--- src/rtl/bwr_pkg.sv ---
`timescale 1ns/1ps
package bwr_pkg;
    localparam int DATA_W   = 16;
    localparam int LEN_W    = 5;
    localparam int BASE_W   = 5;
    localparam int LEN_LSB  = 8;
    localparam int BASE_LSB = 0;
    localparam int TGT_W    = BASE_W + 1;

    typedef struct packed {
        logic [LEN_W-1:0]  len;
        logic [BASE_W-1:0] base;
        logic [LEN_W-1:0]  step;
    } steer_state_t;
endpackage

--- src/rtl/bwr_steer.sv ---
`timescale 1ns/1ps
module bwr_steer
    import bwr_pkg::*;
(
    input  logic              clk,
    input  logic              rst_n,
    input  logic              steer_we,
    input  logic [DATA_W-1:0] wr_data,
    input  logic              win_acc,
    output logic [DATA_W-1:0] steer_rd,
    output logic [TGT_W-1:0]  target
);
    steer_state_t st_d, st_q;

    always_comb begin
        st_d = st_q;
        if (steer_we) begin
            st_d.len  = wr_data[LEN_LSB +: LEN_W];
            st_d.base = wr_data[BASE_LSB +: BASE_W];
            st_d.step = '0;
        end else if (win_acc) begin
            if (st_q.step >= st_q.len) st_d.step = '0;
            else                       st_d.step = st_q.step + 1'b1;
        end
    end

    always_ff @(posedge clk or negedge rst_n) begin
        if (!rst_n) st_q <= '0;
        else        st_q <= st_d;
    end

    always_comb begin
        steer_rd = '0;
        steer_rd[LEN_LSB +: LEN_W]   = st_q.len;
        steer_rd[BASE_LSB +: BASE_W] = st_q.base;
    end

    assign target = TGT_W'(st_q.base) + TGT_W'(st_q.step);

    assert_step_in_range_R7: assert property (@(posedge clk) disable iff (!rst_n)
        st_q.step <= st_q.len);
    assert_steer_clears_step_R8: assert property (@(posedge clk) disable iff (!rst_n)
        steer_we |=> st_q.step == '0);
    assert_burst_wraps_R7: assert property (@(posedge clk) disable iff (!rst_n)
        (win_acc && !steer_we && st_q.step == st_q.len) |=> st_q.step == '0);
    assert_step_advances_R7: assert property (@(posedge clk) disable iff (!rst_n)
        (win_acc && !steer_we && st_q.step < st_q.len) |=> st_q.step == $past(st_q.step) + 1'b1);
    assert_step_holds_R10: assert property (@(posedge clk) disable iff (!rst_n)
        (!win_acc && !steer_we) |=> $stable(st_q.step));
endmodule

--- src/rtl/bwr_bank.sv ---
`timescale 1ns/1ps
module bwr_bank #(
    parameter int N_REGS = 18,
    parameter int DATA_W = 16,
    localparam int SEL_W = $clog2(N_REGS)
) (
    input  logic                           clk,
    input  logic                           rst_n,
    input  logic                           we,
    input  logic [SEL_W-1:0]               sel,
    input  logic [DATA_W-1:0]              wr_data,
    output logic [N_REGS-1:0][DATA_W-1:0]  regs
);
    logic [N_REGS-1:0][DATA_W-1:0] regs_d, regs_q;

    for (genvar i = 0; i < N_REGS; i++) begin : g_reg
        always_comb begin
            regs_d[i] = regs_q[i];
            if (we && sel == SEL_W'(i)) regs_d[i] = wr_data;
        end

        always_ff @(posedge clk or negedge rst_n) begin
            if (!rst_n) regs_q[i] <= '0;
            else        regs_q[i] <= regs_d[i];
        end

        assert_reg_untouched_R5: assert property (@(posedge clk) disable iff (!rst_n)
            !(we && sel == SEL_W'(i)) |=> $stable(regs_q[i]));
    end

    assign regs = regs_q;
endmodule

--- src/rtl/burst_window_regfile.sv ---
`timescale 1ns/1ps
module burst_window_regfile
    import bwr_pkg::*;
#(
    parameter int ADDR_W    = 8,
    parameter int N_REGS    = 18,
    parameter int STEER_IDX = 18,
    parameter int WIN_IDX   = 19
) (
    input  logic              clk,
    input  logic              rst_n,
    input  logic [ADDR_W-1:0] addr,
    input  logic              wr_en,
    input  logic              rd_en,
    input  logic [15:0]       wr_data,
    output logic [15:0]       rd_data
);
    localparam int WORD_W = ADDR_W - 2;
    localparam int EFF_W  = (WORD_W > TGT_W) ? WORD_W : TGT_W;
    localparam int SEL_W  = $clog2(N_REGS);

    logic [WORD_W-1:0]             word;
    logic                          hit_win, win_acc;
    logic [TGT_W-1:0]              target;
    logic [EFF_W-1:0]              eff;
    logic                          eff_bank, eff_steer;
    logic                          bank_we, steer_we;
    logic [DATA_W-1:0]             steer_rd;
    logic [N_REGS-1:0][DATA_W-1:0] regs;
    logic [DATA_W-1:0]             rd_val;
    logic [DATA_W-1:0]             rd_data_d, rd_data_q;

    assign word      = addr[ADDR_W-1:2];
    assign hit_win   = (word == WORD_W'(WIN_IDX));
    assign win_acc   = hit_win && (wr_en || rd_en);
    assign eff       = hit_win ? EFF_W'(target) : EFF_W'(word);
    assign eff_bank  = (eff < EFF_W'(N_REGS));
    assign eff_steer = (eff == EFF_W'(STEER_IDX));
    assign bank_we   = wr_en && eff_bank;
    assign steer_we  = wr_en && eff_steer;

    bwr_steer u_steer (
        .clk      (clk),
        .rst_n    (rst_n),
        .steer_we (steer_we),
        .wr_data  (wr_data),
        .win_acc  (win_acc),
        .steer_rd (steer_rd),
        .target   (target)
    );

    bwr_bank #(.N_REGS(N_REGS), .DATA_W(DATA_W)) u_bank (
        .clk     (clk),
        .rst_n   (rst_n),
        .we      (bank_we),
        .sel     (eff[SEL_W-1:0]),
        .wr_data (wr_data),
        .regs    (regs)
    );

    always_comb begin
        rd_val = '0;
        if (eff_steer)     rd_val = steer_rd;
        else if (eff_bank) rd_val = regs[eff[SEL_W-1:0]];
        rd_data_d = rd_en ? rd_val : rd_data_q;
    end

    always_ff @(posedge clk or negedge rst_n) begin
        if (!rst_n) rd_data_q <= '0;
        else        rd_data_q <= rd_data_d;
    end

    assign rd_data = rd_data_q;

    assert_reserved_zero_R3: assert property (@(posedge clk) disable iff (!rst_n)
        (rd_en && !hit_win && word == WORD_W'(STEER_IDX)) |=> (rd_data[15:13] == '0 && rd_data[7:5] == '0));
    assert_self_target_zero_R9: assert property (@(posedge clk) disable iff (!rst_n)
        (rd_en && hit_win && target == TGT_W'(WIN_IDX)) |=> rd_data == '0);
    assert_rd_hold_R4: assert property (@(posedge clk) disable iff (!rst_n)
        !rd_en |=> $stable(rd_data));
endmodule

--- config.mk ---
export PLATFORM = sky130hd
export DESIGN_NAME = burst_window_regfile
export DESIGN_NICKNAME = d
export VERILOG_FILES = /design/src/rtl/bwr_pkg.sv /design/src/rtl/bwr_steer.sv /design/src/rtl/bwr_bank.sv /design/src/rtl/burst_window_regfile.sv
export SDC_FILE = /design/constraint.sdc
export NUM_CORES = 1
export LEC_CHECK = 0
export BUFFER_PORTS_ARGS = -buffer_cell sky130_fd_sc_hd__buf_2
export CORE_ASPECT_RATIO = 0.6
export CORE_MARGIN = 4
export CORE_UTILIZATION = 40
export DETAILED_ROUTE_END_ITERATION = 10
export GPL_ROUTABILITY_DRIVEN = 1
export PLACE_DENSITY = 0.54
export SYNTH_ARGS = -nofsm -noshare
export SYNTH_HDL_FRONTEND = slang
export SYNTH_SLANG_ARGS = --single-unit
--- constraint.sdc ---
create_clock -name clk -period 2.97 [get_ports clk]
set_clock_uncertainty 0.1 [all_clocks]
set_input_delay 0.297 -clock clk [delete_from_list [all_inputs] [get_ports clk]]
set_output_delay 0.297 -clock clk [all_outputs]
set_load 0.03 [all_outputs]
==> flow_summary.toml, run 1 <==
[status]
status = "finished with violations"
violations = "setup timing"

[clocking]
worstSkewPairLatency_ns = 0.59
clock_sinks = 319
cts_root_buffer = "clkbuf_16"
cts_max_level = 1
tritoncts = "done"
clk_pin_slew_worst_paths_ns = 0.07
cts_buffer_depth = 3
cts_made_buffers = 31

[critical_path]
reg2reg_setup_slack_ns = -0.07
crit_fanout = 12
reg2reg_to = "rd_data[13]$_DFFE_PN0P_"
rr_worst_depth = 11
cp-end-kind = "flip-flop"
critPathKind = "reg2reg"
start_kind = "flip-flop"
rr_startpoint = "u_steer.steer_rd[0]$_DFFE_PN0P_"
worstSetupEndpoint = "rd_data[13]$_DFFE_PN0P_"
required_ns = 3.34
arrival_ns = 3.41
startpoint = "u_steer.steer_rd[0]$_DFFE_PN0P_"

[synth]
ys_ff_latch = 319
synthCells = 1373
synth_nets = 1413
ys_types = 57
syn_avg_cell_area_um2 = 11.10
synth_edf_count = 0
synth_flop_cell = "dfrtp_1"
yosys_warnings = 0
seq_area_frac_synth_pct = 52.36
async_flop_share_pct = 100.0
synth_area_um2 = 15250

[finish]
fin_nets = 1535
drive_gt1_share_pct = 40.68
antennaDiodeCount = 0
area_growth_pct = 24.73

[timing]
hold_viol_final = 0
max_freq_mhz = 329.3
fin_crit_sh_pct = 102.3
slew_violations = 0
slew_headroom_pct = 50.41
rsz0062_at_grt = "true"
finalSetupViolations = 13
setup_slack_ns = -0.06701
layout_min_cycle_time_ns = 3.037
worstMarginPinSlew_ns = 0.7438
whs_ns = 0.01601

[detailed_routing]
dr.pass1.iters = 5
drtAntennaViolNets = 0
drt_iter0_drc = 992
drc_errors = 0
vias_per_cell = 5.497
wl_um = 46040
via_count = 11170
post_drt_wl_per_cell_um = 22.66

[floorplanning]
die_h_um = 159.2
ioPinCount = 44
row_count = 55
die_w_um = 260.1
core_um2 = 37640
start_util_pct = 40.51
design.die.area_um2 = 41410

[run]
maxCapViolCount = 0

[min_path]
hold_path.class = "in2reg"
holdPathStages = 3

[global_routing]
grt_util_all_layers_pct = 21.68
grt_max_degree = 89
overflow = 0
antenna_found_initial = 0
grt_pass1_vias = 11110
grt_pass1_wl_um = 69590

[placed_design]
dpl_worst_slack_ns = -0.1483
gp_congestion = 0.8166
dp.final_hpwl_um = 28980
portBuffers = 41

[power]
ir_drop_mv = 0.4554
p_leak_nw = 9.081
powerDensity_nw_per_um2 = 577.0
[through the flow]
step           power [mW]  instances   TNS, ns  area (um^2)  utilization (%)
6_report            10.97       2032   -0.1715        19020            50.52
5_1_grt             11.52       2032    -6.717        19020            50.52
4_1_cts             10.97       2015  -0.06918        18320            48.66
3_5_place_dp        6.952       1954    -13.74        17180            45.64
3_3_place_gp        6.897       1954    -14.74        17180            45.64
2_1_floorplan       6.296       1373         0        15250                -
[metal layers]
layer  vias up  GRT usage (%)  part of all wire (%)  wire, um
met5         -              0                     0         0
met4         0          4.606                   2.3      1081
met3        78          3.354                   5.7      2618
met2       298          31.88                    43     19860
met1      5758          33.88                    49     22480
li1       5036              -                     -         -
[cell type report]
cell class	count	area, um^2
Multi-Input combinational cell	941	7081
Clock inverter	10	98.84
Clock buffer	47	915.9
Sequential cell	319	7984
Timing Repair Buffer	195	2271
Inverter	7	26.28
Fill cell	3370	18620
Tap cell	513	641.9
[power breakdown]
part	switching (mW)	internal [mW]
logic	0.883	0.872
registers	0.315	4.94
clock network	1.74	2.22
total	2.94	8.04
[cell usage after synthesis (6+ instances only)]
master | count | area, um^2
o21ai_0 | 18 | 90.09
nand3_1 | 127 | 635.6
ha_1 | 11 | 137.6
buf_1 | 21 | 78.83
nor4_1 | 14 | 87.58
clkbuf_1 | 31 | 116.4
a21o_1 | 13 | 97.59
and3_1 | 6 | 37.54
a21oi_1 | 72 | 360.4
buf_2 | 34 | 170.2
nand2_1 | 277 | 1040
dfrtp_1 | 319 | 7983
a22oi_1 | 11 | 82.58
mux2_2 | 286 | 3221
nand2_2 | 13 | 81.33
buf_6 | 15 | 168.9
nor2_1 | 11 | 41.29
mux2_1 | 6 | 67.56
mux2i_1 | 11 | 110.1
inv_1 | 6 | 22.52
[worst min path at each step]
stage           startpoint                                to  slack [ns]
2_1_floorplan        rst_n            rd_data[0]$_DFFE_PN0P_        -0.1
3_3_place_gp         rst_n      u_bank.regs[254]$_DFFE_PN0P_        0.28
3_5_place_dp         rst_n      u_bank.regs[230]$_DFFE_PN0P_        0.28
4_1_cts        wr_data[11]  u_steer.steer_rd[11]$_DFFE_PN0P_       0.002
5_1_grt        wr_data[11]  u_steer.steer_rd[11]$_DFFE_PN0P_        0.03
6_report       wr_data[11]  u_steer.steer_rd[11]$_DFFE_PN0P_        0.02
[cell families after synthesis]
| family | synth area share (%) |
|---|---|
| fa+ha+maj | 1.034 |
| simple gates | 14.55 |
| flops | 52.36 |
| mux | 22.48 |
| buf+inv | 3.923 |
| compound gates | 5.539 |
| xor+xnor | 0.1149 |
[critical path, stage by stage (launching register included)]
cell and delay (ns):
dfrtp_1 0.40, ha_2 0.21, fa_2 0.53, nand4bb_4 0.17
o21ai_4 0.06, buf_6 0.13, buf_12 0.15, nand2_1 0.07
and3_1 0.17, a311oi_1 0.06, or4_1 0.53, a221o_1 0.33
[flip-flops by register name (all words and copies together), names as in the netlist]
register	flops
u_bank.regs	288
rd_data	16
u_steer.steer_rd	10
u_steer.st_q	5
[timing repair]
| action | in CTS | in global routing |
|---|---|---|
| pin swaps | 2 | 18 |
| resized for setup | 13 | 99 |
| buffers inserted | 2 | 10 |
| hold buffers | 1 | 0 |
| endpoints found under the hold margin | 77 | 0 |
| cloned | 1 | 8 |
| setup endpoints to repair | 307 | 314 |
[cell usage in the layout (no fill, tap or decap), types with 7 or more instances in the layout]
| master | netlist | final |
|---|---|---|
| buf_12 | 0 | 52 |
| a21o_1 | 13 | 13 |
| nor4_2 | 1 | 10 |
| nand3_1 | 127 | 122 |
| nand2_2 | 13 | 9 |
| ha_1 | 11 | 9 |
| clkbuf_16 | 0 | 38 |
| nor2_1 | 11 | 10 |
| clkbuf_1 | 31 | 8 |
| a22oi_1 | 11 | 11 |
| o21ai_1 | 1 | 7 |
| a21oi_2 | 0 | 16 |
| dfrtp_1 | 319 | 318 |
| buf_6 | 15 | 15 |
| a21oi_1 | 72 | 56 |
| clkbuf_8 | 0 | 8 |
| mux2_2 | 286 | 283 |
| buf_2 | 34 | 40 |
| buf_4 | 5 | 75 |
| mux2i_1 | 11 | 10 |
| nand2_1 | 277 | 274 |
| o21ai_0 | 18 | 10 |
No activity file was read; power rests on OpenSTA's default activity.
==> run 2: changes to the inputs <==
CORE_UTILIZATION = 50   (was 40)
PLACE_DENSITY = 0.66   (was 0.54)
==> flow_summary.toml, run 2 (synthesis gave the netlist of run 1 again) <==
[global_routing]
grt_pass1_wl_um = 66410
antenna_found_initial = 0
grt_util_all_layers_pct = 25.91
grt_pass1_vias = 11100
grt_max_degree = 84
overflow = 0

[power]
power.total_mw = 11.02
ir_drop_mv = 0.4635
combPwrFrac_pct = 15.7
powerDensity_nw_per_um2 = 589.5
clock_power_share_pct = 36.5
switching_share_pct = 25.95
p_leak_nw = 9.044
seq_power_share_pct = 47.8
switchingPower_mw = 2.860
power.internal_mw = 8.163

[timing]
worstMarginPinSlew_ns = 0.8188
slew_violations = 0
fin_crit_sh_pct = 99.93
finalSetupViolations = 0
max_freq_mhz = 336.9
slew_headroom_pct = 44.84
rsz0062_at_grt = "true"
layout_min_cycle_time_ns = 2.968
tns_ns = 0
hold_viol_final = 0

[finish]
final_cell_mix = "318 x dfrtp_1, 286 x mux2_2, 274 x nand2_1, 121 x nand3_1, 79 x buf_4"
antennaDiodeCount = 0
drive_gt1_share_pct = 40.62
final_common_cell = "dfrtp_1"
largest_reg_flops = 288
fin_nets = 1528
area_growth_pct = 22.64
finalInstanceArea_um2 = 18700

[detailed_routing]
via_count = 11260
drc_errors = 0
drt_iter0_drc = 910
vias_per_cell = 5.871
dr.pass1.iters = 5
post_drt_wl_per_cell_um = 22.65
drtAntennaViolNets = 0
wl_um = 43420

[clocking]
cts_max_level = 1
tritoncts = "done"
cts_made_buffers = 30
clock_sinks = 319
worstSkewPairLatency_ns = 0.56
cts_root_buffer = "clkbuf_16"
clk_pin_slew_worst_paths_ns = 0.06
cts_buffer_depth = 3

[run]
maxCapViolCount = 0

[floorplanning]
die_w_um = 233.4
ioPinCount = 44
design.die.area_um2 = 33440
start_util_pct = 50.86
core_um2 = 29980
row_count = 49
die_h_um = 143.3

[critical_path]
cp-end-kind = "flip-flop"
arrival_ns = 3.32
start_kind = "flip-flop"
crit_fanout = 15
required_ns = 3.32
critPathKind = "reg2reg"

[placed_design]
portBuffers = 41
gp_congestion = 0.8221
placed_area_um2 = 16880
dp.final_hpwl_um = 27450

[min_path]
hold_path.class = "in2reg"

[status]
status = "finished clean"
==> run 2: cell count changes in the layout (fill, tap and decap cells not counted), moves of 4 or more <==
| cell | change |
|---|---|
| clkbuf_8 | -7 |
| nand2_4 | +5 |
| o21ai_0 | +4 |
| buf_12 | -11 |
| o21ai_1 | -4 |
| bufinv_16 | +4 |
| buf_4 | +4 |
==> run 2: per-layer routing <==
layer  vias to the layer above  GRT usage (%)  part of all wire, %
met5                         -              0                    0
met4                         0          5.684                  1.9
met3                        67          4.127                  6.6
met2                       373          40.60                   45
met1                      5776          38.46                   46
li1                       5039              -                    -
==> run 2: power by group through the flow <==
stage | registers, mW | clock network, mW | logic [mW]
finish | 5.27 | 4.03 | 1.73
global route | 5.33 | 4.29 | 1.90
CTS | 5.25 | 4.09 | 1.67
detailed placement | 5.33 | 0 | 1.58
global placement | 5.29 | 0 | 1.53
floorplan | 5.26 | 0 | 1.03
==> run 2: path summary, 6_finish.rpt <==
| kind | from | to | slack (ns) | cells past startpoint |
|---|---|---|---|---|
| hold reg to reg | u_bank.regs[227]$_DFFE_PN0P_ | u_bank.regs[227]$_DFFE_PN0P_ | 0.40 | 1 |
| hold / removal | wr_data[12] | u_steer.steer_rd[12]$_DFFE_PN0P_ | 0.05 | 3 |
| max in group asynchronous | rst_n | u_bank.regs[139]$_DFFE_PN0P_ | 1.70 | 3 |
| setup reg to reg | u_steer.steer_rd[0]$_DFFE_PN0P_ | rd_data[10]$_DFFE_PN0P_ | 0.002 | 12 |
| setup / recovery | u_steer.steer_rd[0]$_DFFE_PN0P_ | rd_data[10]$_DFFE_PN0P_ | 0.002 | 12 |
| min in group asynchronous | rst_n | u_bank.regs[101]$_DFFE_PN0P_ | 0.22 | 2 |
==> run 2: repair_timing <==
action	in CTS	in global routing
endpoints found under the setup margin	317	316
endpoints found under the hold margin	76	0
setup buffers	7	14
cloned	5	4
pin swaps	21	25
resized for setup	44	64
hold buffers	1	0
==> run 2: area by class of cell <==
type	count	area [um^2]
Tap cell	408	510.5
Fill cell	2380	11280
Timing Repair Buffer	188	2067
Clock buffer	40	819.5
Multi-Input combinational cell	942	7097
Inverter	7	26.28
Clock inverter	13	195.2
Sequential cell	319	7984
==> run 2: worst max-delay path, stage by stage, from the launching register on <==
cell,delay [ns]
dfrtp_1,0.40
ha_2,0.22
fa_2,0.44
nand4bb_4,0.23
o21a_4,0.28
buf_12,0.18
buf_12,0.16
nand2_1,0.08
nand3_2,0.12
a21oi_1,0.24
nor4_2,0.08
buf_4,0.13
a21o_1,0.16
==> run 2: through the flow <==
stage | setup slack (ns) | hold slack (ns) | std cells | utilization [%]
2_1_floorplan | 0.05927 | -0.09859 | 1373 | -
3_3_place_gp | -0.2665 | 0.2378 | 1836 | 56.30
3_5_place_dp | -0.2207 | 0.2419 | 1836 | 56.30
4_1_cts | -0.08973 | 0.02953 | 1902 | 60.98
5_1_grt | -0.08775 | 0.07823 | 1917 | 62.37
6_report | 0.002025 | 0.05326 | 1917 | 62.37
==> run 3: changes to the inputs <==
BUFFER_PORTS_ARGS = -buffer_cell sky130_fd_sc_hd__buf_4   (was -buffer_cell sky130_fd_sc_hd__buf_2)
==> flow_summary.toml, run 3 (synthesis gave the netlist of run 1 again) <==
[critical_path]
arrival_ns = 3.30
cp-end-kind = "flip-flop"
crit_fanout = 8
required_ns = 3.33
critPathKind = "reg2reg"
start_kind = "flip-flop"

[global_routing]
grt_util_all_layers_pct = 26.08
antenna_found_initial = 0
grt_pass1_wl_um = 66600
overflow = 0
grt_pass1_vias = 11030
grt_max_degree = 79

[finish]
fin_util_pct = 62.32
antennaDiodeCount = 0
largest_reg_flops = 288
finalInstanceArea_um2 = 18680
drive_gt1_share_pct = 38.58
final_cell_mix = "318 x dfrtp_1, 286 x mux2_2, 275 x nand2_1, 127 x nand3_1, 117 x buf_4"
fin_nets = 1526
final_common_cell = "dfrtp_1"
area_growth_pct = 22.54

[timing]
hold_viol_final = 0
finalSetupViolations = 0
worstMarginPinSlew_ns = 0.8533
slew_headroom_pct = 42.52
tns_ns = 0
slew_violations = 0
setup_slack_ns = 0.03272
rsz0062_at_grt = "true"
max_freq_mhz = 340.5
fin_crit_sh_pct = 98.90
layout_min_cycle_time_ns = 2.937

[detailed_routing]
drt_iter0_drc = 870
drtAntennaViolNets = 0
vias_per_cell = 5.891
dr.pass1.iters = 5
post_drt_wl_per_cell_um = 23.25
via_count = 11280
wl_um = 44500
drc_errors = 0

[power]
power.total_mw = 10.91
ir_drop_mv = 0.4239
p_leak_nw = 8.965
powerDensity_nw_per_um2 = 583.8

[clocking]
cts_buffer_depth = 3
cts_made_buffers = 30
cts_max_level = 1
clock_sinks = 319
cts_root_buffer = "clkbuf_16"
tritoncts = "done"
worstSkewPairLatency_ns = 0.58
clk_pin_slew_worst_paths_ns = 0.07

[floorplanning]
die_w_um = 233.4
start_util_pct = 50.86
die_h_um = 143.3
design.die.area_um2 = 33440
ioPinCount = 44
row_count = 49
core_um2 = 29980

[run]
maxCapViolCount = 0

[placed_design]
placed_area_um2 = 16950
dp.final_hpwl_um = 27770
dpl_worst_slack_ns = -0.2168
gp_congestion = 0.8573
portBuffers = 41

[status]
status = "finished clean"

[min_path]
hold_path.class = "in2reg"
[run 3: cell types whose count changed in the layout (fill, tap and decap cells not counted), moves of 4 or more]
cell	change
nor4_2	-4
nand3_1	+6
nand3_2	-6
buf_2	-40
dlygate4sd3_1	+6
and2_4	-4
a21oi_2	-9
nand2_4	-5
buf_4	+38
clkbuf_8	+5
nor4_1	+4
buf_6	-9
a21oi_1	+9
[run 3: power by group]
group          leakage, nW  switching [mW]  total, mW  internal (mW)
registers             4.23           0.329       5.27           4.94
logic                 4.26           0.860       1.73          0.868
clock network        0.479            1.69       3.91           2.22
[run 3: final cells by class]
class | instances | area [um^2]
inverters | 7 | 26.28
fillers | 2366 | 11300
clock buffers | 45 | 888.4
clock inverters | 7 | 87.58
flip-flops and latches | 319 | 7984
repair buffers | 186 | 2206
well taps | 408 | 510.5
multi-input cells | 942 | 6982
[run 3: worst paths after layout]
check,slack [ns],end,cells past startpoint,from
max reg2reg,0.03,rd_data[13]$_DFFE_PN0P_,11,u_steer.st_q[0]$_DFFE_PN0P_
min reg2reg,0.39,u_bank.regs[225]$_DFFE_PN0P_,1,u_bank.regs[225]$_DFFE_PN0P_
min in group asynchronous,0.24,u_bank.regs[149]$_DFFE_PN0P_,2,rst_n
max,0.03,rd_data[13]$_DFFE_PN0P_,11,u_steer.st_q[0]$_DFFE_PN0P_
max in group asynchronous,1.68,u_bank.regs[265]$_DFFE_PN0P_,3,rst_n
min,0.03,u_bank.regs[143]$_DFFE_PN0P_,2,wr_data[15]
[run 3: through the flow]
stage                     hold WS, ns  cells
after floorplan              -0.09859   1373
after global placement         0.2466   1830
after detailed placement       0.2574   1830
after CTS                    0.009846   1895
after global routing          0.03180   1914
final                         0.02668   1914
[run 3: timing repair]
action / 4_1_cts / 5_1_grt
pin swaps: 7 / 11
hold buffers: 7 / 0
hold endpoints to repair: 79 / 0
gates resized for setup: 12 / 53
buffers inserted: 5 / 11
setup endpoints to repair: 276 / 273
cloned: 2 / 8
[run 3: layer usage]
layer | part of all wire [%] | wire length, um | track usage [%] | vias up
li1 | - | - | - | 5024
met1 | 47 | 20870 | 40.15 | 5812
met2 | 44 | 19490 | 38.94 | 362
met3 | 7.0 | 3102 | 4.466 | 77
met4 | 2.3 | 1039 | 5.653 | 0
met5 | 0 | 0 | 0 | -
[run 3: worst max-delay path, cell delays in order (launching register included)]
cell	delay, ns
dfrtp_1	0.38
ha_2	0.19
fa_1	0.49
nand4bb_4	0.16
o21ai_4	0.08
buf_12	0.17
buf_12	0.14
nand2_2	0.05
and3_1	0.15
a311oi_1	0.05
or4_1	0.56
a221o_1	0.30
